<file path="src/rtl/chan_pkg.sv">
package chan_pkg;
   typedef enum logic {CH_TX = 1'b0, CH_RX = 1'b1} ch_dir_e;
endpackage

</file>
<file path="src/rtl/ring_occupancy.sv">
module ring_occupancy #(
   parameter chan_pkg::ch_dir_e DIR = chan_pkg::CH_TX,
   parameter int unsigned IDX_W = 4
) (
   input  logic             clk,
   input  logic             rst_n,
   input  logic [IDX_W-1:0] prod_idx,
   input  logic [IDX_W-1:0] cons_idx,
   input  logic [IDX_W:0]   ring_len,
   output logic             ring_ok
);
   localparam int unsigned CNT_W = IDX_W + 1;

   generate
      if (DIR == chan_pkg::CH_TX) begin : g_tx
         // transmit: work pending while the ring is not empty
         assign ring_ok = (prod_idx != cons_idx);
      end else begin : g_rx
         // receive: room left while produce has not reached consume-1
         logic [CNT_W-1:0] last_slot;
         logic [IDX_W-1:0] cons_prev;
         assign last_slot = ring_len - CNT_W'(1);
         assign cons_prev = (cons_idx == '0) ? last_slot[IDX_W-1:0]
                                             : cons_idx - IDX_W'(1);
         assign ring_ok   = (prod_idx != cons_prev);

         // an empty ring is never full (ring_len >= 2)
         assert_rx_empty_ok_R3: assert property (@(posedge clk) disable iff (!rst_n)
            (prod_idx == cons_idx && ring_len >= CNT_W'(2)) |-> ring_ok);
      end
   endgenerate
endmodule

</file>
<file path="src/rtl/frame_latch.sv">
module frame_latch (
   input  logic clk,
   input  logic rst_n,
   input  logic frame_start,
   input  logic frame_commit,
   output logic open_q,
   output logic open_d
);
   // start wins over commit: a new frame begins as the old one closes
   assign open_d = frame_start | (open_q & ~frame_commit);

   always_ff @(posedge clk or negedge rst_n) begin
      if (!rst_n) open_q <= 1'b0;
      else        open_q <= open_d;
   end

   assert_start_opens_R5: assert property (@(posedge clk) disable iff (!rst_n)
      frame_start |=> open_q);
   assert_commit_closes_R6: assert property (@(posedge clk) disable iff (!rst_n)
      (frame_commit && !frame_start) |=> !open_q);
endmodule

</file>
<file path="src/rtl/aligned_base_reg.sv">
module aligned_base_reg #(
   parameter int unsigned ADDR_W     = 32,
   parameter int unsigned ALIGN_BITS = 2
) (
   input  logic              clk,
   input  logic              rst_n,
   input  logic              we,
   input  logic [ADDR_W-1:0] wdata,
   output logic [ADDR_W-1:0] base
);
   localparam int unsigned KEEP_W = ADDR_W - ALIGN_BITS;

   generate
      if (ALIGN_BITS == 0 || ALIGN_BITS >= ADDR_W) begin : g_bad_align
         $error("aligned_base_reg: ALIGN_BITS out of range");
      end
   endgenerate

   logic [KEEP_W-1:0] hi_q;

   always_ff @(posedge clk or negedge rst_n) begin
      if (!rst_n)  hi_q <= '0;
      else if (we) hi_q <= wdata[ADDR_W-1:ALIGN_BITS];
   end

   assign base = {hi_q, {ALIGN_BITS{1'b0}}};

   // a write lands with its low bits cleared
   assert_load_R8: assert property (@(posedge clk) disable iff (!rst_n)
      we |=> (base[ADDR_W-1:ALIGN_BITS] == $past(wdata[ADDR_W-1:ALIGN_BITS])));
   assert_hold_R10: assert property (@(posedge clk) disable iff (!rst_n)
      !we |=> $stable(base));
endmodule

</file>
<file path="src/rtl/ring_chan_status.sv">
module ring_chan_status #(
   parameter chan_pkg::ch_dir_e DIR = chan_pkg::CH_TX,
   parameter int unsigned IDX_W  = 4,
   parameter int unsigned ADDR_W = 32
) (
   input  logic              clk,
   input  logic              rst_n,
   input  logic              sw_enable,
   input  logic [IDX_W-1:0]  prod_idx,
   input  logic [IDX_W-1:0]  cons_idx,
   input  logic [IDX_W:0]    ring_len,
   input  logic              frame_start,
   input  logic              frame_commit,
   input  logic              desc_base_we,
   input  logic              stat_base_we,
   input  logic [ADDR_W-1:0] base_wdata,
   output logic              chan_active,
   output logic              in_frame,
   output logic [ADDR_W-1:0] desc_base,
   output logic [ADDR_W-1:0] stat_base
);
   localparam int unsigned DESC_ALIGN = 2;
   localparam int unsigned STAT_ALIGN = 3;

   generate
      if (IDX_W < 1 || IDX_W > 16) begin : g_bad_idx
         $error("ring_chan_status: IDX_W out of range");
      end
      if (ADDR_W <= STAT_ALIGN) begin : g_bad_addr
         $error("ring_chan_status: ADDR_W too small");
      end
   endgenerate

   logic ring_ok;
   logic open_d;
   logic active_d;

   ring_occupancy #(.DIR(DIR), .IDX_W(IDX_W)) u_occ (
      .clk(clk), .rst_n(rst_n), .prod_idx(prod_idx), .cons_idx(cons_idx),
      .ring_len(ring_len), .ring_ok(ring_ok));

   frame_latch u_frm (
      .clk(clk), .rst_n(rst_n), .frame_start(frame_start),
      .frame_commit(frame_commit), .open_q(in_frame), .open_d(open_d));

   aligned_base_reg #(.ADDR_W(ADDR_W), .ALIGN_BITS(DESC_ALIGN)) u_desc (
      .clk(clk), .rst_n(rst_n), .we(desc_base_we), .wdata(base_wdata),
      .base(desc_base));

   aligned_base_reg #(.ADDR_W(ADDR_W), .ALIGN_BITS(STAT_ALIGN)) u_stat (
      .clk(clk), .rst_n(rst_n), .we(stat_base_we), .wdata(base_wdata),
      .base(stat_base));

   // running while enabled with ring room/work, or while a frame is open
   assign active_d = (sw_enable & ring_ok) | open_d;

   always_ff @(posedge clk or negedge rst_n) begin
      if (!rst_n) chan_active <= 1'b0;
      else        chan_active <= active_d;
   end

   assert_idle_R4: assert property (@(posedge clk) disable iff (!rst_n)
      (!sw_enable && !frame_start && !in_frame) |=> !chan_active);
   assert_frame_hold_R5: assert property (@(posedge clk) disable iff (!rst_n)
      (in_frame && !frame_commit) |=> chan_active);
   assert_start_active_R5: assert property (@(posedge clk) disable iff (!rst_n)
      frame_start |=> chan_active);
endmodule

</file>
<file path="config.mk">
export PLATFORM = sky130hd
export DESIGN_NAME = ring_chan_status
export DESIGN_NICKNAME = d
export VERILOG_FILES = /design/src/rtl/chan_pkg.sv /design/src/rtl/ring_occupancy.sv /design/src/rtl/frame_latch.sv /design/src/rtl/aligned_base_reg.sv /design/src/rtl/ring_chan_status.sv
export SDC_FILE = /design/constraint.sdc
export NUM_CORES = 1
export LEC_CHECK = 0
export ABC_AREA = 1
export BUFFER_PORTS_ARGS = -buffer_cell sky130_fd_sc_hd__buf_2
export CORE_MARGIN = 5
export CORE_UTILIZATION = 45
export DETAILED_ROUTE_END_ITERATION = 12
export PLACE_DENSITY = 0.78
export SYNTH_ARGS = -nofsm -noshare
export SYNTH_HDL_FRONTEND = slang
export SYNTH_SLANG_ARGS = --single-unit
</file>
<file path="constraint.sdc">
create_clock -name clk -period 1 [get_ports clk]
set_input_delay 0.05 -clock clk [delete_from_list [all_inputs] [get_ports clk]]
set_output_delay 0.05 -clock clk [all_outputs]
set_load 0.01 [all_outputs]
</file>
==> results <==
- The flow ran to the end, and the final reports show no timing, DRC or antenna violations.
- The synthesized netlist occupies a cell area of between 2000 and 2500 sq um.
- In this run, synthesis inferred 0 flip-flops with an integrated enable.
- The worst hold margin is roughly 0.017 ns.
- The final net count is ~360.
- Along the worst hold path, the cell count comes to 4.
- The total overflow left after global routing is 0.
- After Yosys synthesis, XOR and XNOR cells account for 0% of the synthesized area.
- The standby leakage power is between 1.5 and 2 nW.
- The async set or reset register ratio after synthesis is 100%.
- The number of global-route vias before repair was between 1500 and 2000.
- The max-capacitance violation count is 0.
- The global placement routability congestion is 0.746.
- The hold path endpoint is u_frm.open_q.
- The repair_antennas step left the layout with diodes totalling 0.
- In this run, synthesis produced a sequential element count of 61.
- Of all cell types, the one taking the most synthesized area is sky130_fd_sc_hd__dfrtp_1.
- STA classifies the critical path endpoint as a primary output.
- The top cell type's share of synthesized area is roughly 63%.
- The number of buffers and inverters on the critical path is 1.
- In the final layout, flip-flops and latches occupy ~1500 sq um.
- The CTS tree is built.
- The shortest period the worst path allows is a little over 0.9 ns.
- The number of vias per cell after detailed routing is around 4.7.
- The first routing iteration left 21 violations.
- The worst path arrival time is ~0.87 ns.
- The number of antenna violations at the first check in global routing was 0.
- The detailed-route wire length per cell is around 14 um.
- The nature of the critical path startpoint is a flip-flop.
- After Yosys synthesis, and, or, nand and nor cells account for around 2.6% of the synthesized area.
- The worst min-delay path startpoint is frame_commit.
- The setup TNS is 0 ns.
- Measured along the x axis, the die boundary spans approximately 83 um.
- The largest family of logic cells by synthesized area is multiplexers.
- The effective utilization at floorplan is 46.8%.
- For the worst flop-to-flop path, the logic depth is 1.
- Synthesis handed over a netlist of 160 instances.
- The area added between synthesis and finish is 48.9%.
- The most used flip-flop cell after synthesis is sky130_fd_sc_hd__dfrtp_1.
- In this run the register-to-register setup slack is around 0.21 ns.
- The synthesized netlist devotes less than 1% of its cell area to compound gates.
- The number of buffers created by CTS is 9.
- The post-CTS clock slew at the launch and capture registers of the worst setup and hold paths is around 0.070 ns.
- The achievable frequency is 1090 MHz.
- The floorplan step defined a die boundary enclosing approximately 6900 sq um.
- Summing all multi-input logic gate instances after layout gives ~790 sq um.
- The floorplan step set the die height to 83.3 um.
- Sequential elements use 63.1% of the synthesized area.
- The post-route core utilization is a little over two thirds.
- The total area inside the core boundary comes to just over 5000 sq um.
- The setup-violating endpoint count in the final report is 0.
- The beginning of the worst register-to-register path is u_stat.hi_q[27].
- The maximum clock path buffer count is 2.
- The residual antenna-violating net count after detailed routing is 0.
- After floorplanning, the core was divided into 26 placement rows.
- The number of ports placed on the die boundary is ~120.
- The final-report max-slew violation count is 0.
- The wire-length estimate of the detail-placed layout is around 3700 um.
- Of the total synthesized cell area, the portion taken by full adders, half adders and majority gates is 0%.
- Across every metal layer, demand over resource in global routing totals between 15 and 20%.
- The detailed-router iteration count before antenna repair is 4.
- Total power for the finished layout comes to approximately 6.3 mW.
- Counting instances in the post-synthesis netlist gives the leading cell types as 61 x sky130_fd_sc_hd__dfrtp_1, 49 x sky130_fd_sc_hd__mux2_2, 15 x sky130_fd_sc_hd__nand2_1.
- The routed wire length is between 5000 and 6000 um.
- The largest single stage delay on the critical path is ~0.4 ns.
- Counting the fill cells in the layout gives approximately 370.
- The first-pass GRT wire length is approximately 9500 um.
- The worst-case IR drop observed on VDD is approximately 0.9 mV.
- The endpoint identified for the worst register-to-register timing path is u_stat.hi_q[27].
- Along the worst path, the maximum fanout reaches 2.
- The average instance in the mapped netlist occupies 15.1 sq um.
- The fraction of final layout cells with drive strength greater than 1 is between 50% and 60%.
- The final clock period utilization by the worst path is 91.6%.
- The master of the slowest instance on the critical path is sky130_fd_sc_hd__dfrtp_1.
- In the post-synthesis netlist, the biggest area contributors are sky130_fd_sc_hd__dfrtp_1 63%, sky130_fd_sc_hd__mux2_2 23%, sky130_fd_sc_hd__mux2_4 6.2%.
- Timing analysis after detailed placement gives a worst setup slack of 0.141 ns.
- The share of synthesized area spent on multiplexers is ~29%.
- Post-CTS timing repair inserted 0 buffers for setup.
- The root buffer cell is sky130_fd_sc_hd__clkbuf_8.
- After detailed routing, the number of remaining DRC violations is 0.
- At the worst endpoint, the required time is 0.95 ns.
- The critical setup path kind is flip-flop to primary output.
- Power spread over the standard cell area amounts to 1750 nW/um^2.
- The distinct cell type count after synthesis is 11.
- Broken down by cell family, the worst path's largest delay share belongs to flip-flops.
- The tightest min-delay check is of the input pin to flip-flop type.
- By instance count, the leading cell after synthesis is sky130_fd_sc_hd__dfrtp_1.
- The total count of hold-check failures in the final report came to 0.
- The count of synthesis-stage warnings from yosys is 0.
- During placement, the flow inserted port buffers numbering ~110.
- The number of H-tree branching levels is 3.
- The signal on the critical path passes through buf_2.
- Entering global routing, the biggest net connects between 60 and 70 pins.
- Setup repair after global routing left no endpoint under its margin.
- Once routing completed, OpenROAD measured the worst setup slack at approximately 0.084 ns.
- The source-to-sink clock delay at the later pin of the worst-skew pair is about 0.31 ns.
- The clock skew is between 0.0001 and 0.00015 ns.
- The number of vias after detailed routing is approximately 1800.
- The worst setup path startpoint is u_stat.hi_q[27].
- The clock sink count is 61.
-- per-stage QoR --
stage	area (sq um)	cells
global placement	3050	332
floorplan	2430	164
CTS	3600	381
global route	3600	381
finish	3600	381
detailed placement	3050	332
-- kinds of logic (layout without fill, tap and decap cells) --
family,after synthesis,count (layout)
compound gates,1,1
simple gates,17,17
buf+inv,21,168
other cells,1,5
flops,61,61
mux,59,59
-- layout by cell type, fill, tap and decap left out --
master and instances:
sky130_fd_sc_hd__nor2_1 2, sky130_fd_sc_hd__buf_2 105, sky130_fd_sc_hd__clkinv_2 2, sky130_fd_sc_hd__mux2_4 10
sky130_fd_sc_hd__buf_12 4, sky130_fd_sc_hd__a21oi_1 1, sky130_fd_sc_hd__inv_1 10, sky130_fd_sc_hd__conb_1 5
sky130_fd_sc_hd__clkbuf_1 1, sky130_fd_sc_hd__dlygate4sd3_1 33, sky130_fd_sc_hd__dfrtp_1 61, sky130_fd_sc_hd__mux2_2 49
sky130_fd_sc_hd__nand2_1 15, sky130_fd_sc_hd__clkbuf_8 11, sky130_fd_sc_hd__bufinv_16 2
-- power by group --
| group | internal (mW) | switching, mW |
|---|---|---|
| registers | 2.71 | 0.119 |
| clock network | 1.53 | 0.879 |
| logic | 0.585 | 0.471 |
-- sequential cells by signal, summed over array words and instances (netlist names) --
name and cells:
u_desc.hi_q 30, u_stat.hi_q 29, chan_active 1, u_frm.open_q 1
-- how the worst max path moves through the flow --
| stage | end | slack, ns | depth (start not counted) |
|---|---|---|---|
| final | stat_base[30] | 0.08 | 1 |
| after global routing | desc_base[12] | 0.04 | 1 |
| after CTS | stat_base[30] | 0.07 | 1 |
| after detailed placement | u_desc.hi_q[5] | 0.14 | 3 |
| after global placement | u_desc.hi_q[23] | 0.16 | 3 |
| after floorplan | u_stat.hi_q[18] | 0.22 | 1 |
-- timing repair --
action | in CTS | in global routing
endpoints found under the hold margin | 122 | 0
hold buffers | 33 | 0
resized for setup | 0 | 0
-- area by class of cell --
| type | count | share of cell area [%] |
|---|---|---|
| clock inverter | 4 | 1.95 |
| timing repair buffer | 142 | 26.0 |
| tap | 70 | 2.43 |
| clock buffer | 12 | 4.31 |
| sequential | 61 | 42.4 |
| inverter | 10 | 1.04 |
| multi-input combinational | 82 | 21.9 |
-- per-layer routing --
metal  up-vias  global-route usage [%]  routed length [um]
li1        821                       -                   -
met3         7                    5.84                 368
met5         -                       0                   0
met1       875                    20.4                2340
met4         0                    6.84                  58
met2        74                    27.8                2620
Note: power is estimated with default switching activity, not from simulation.
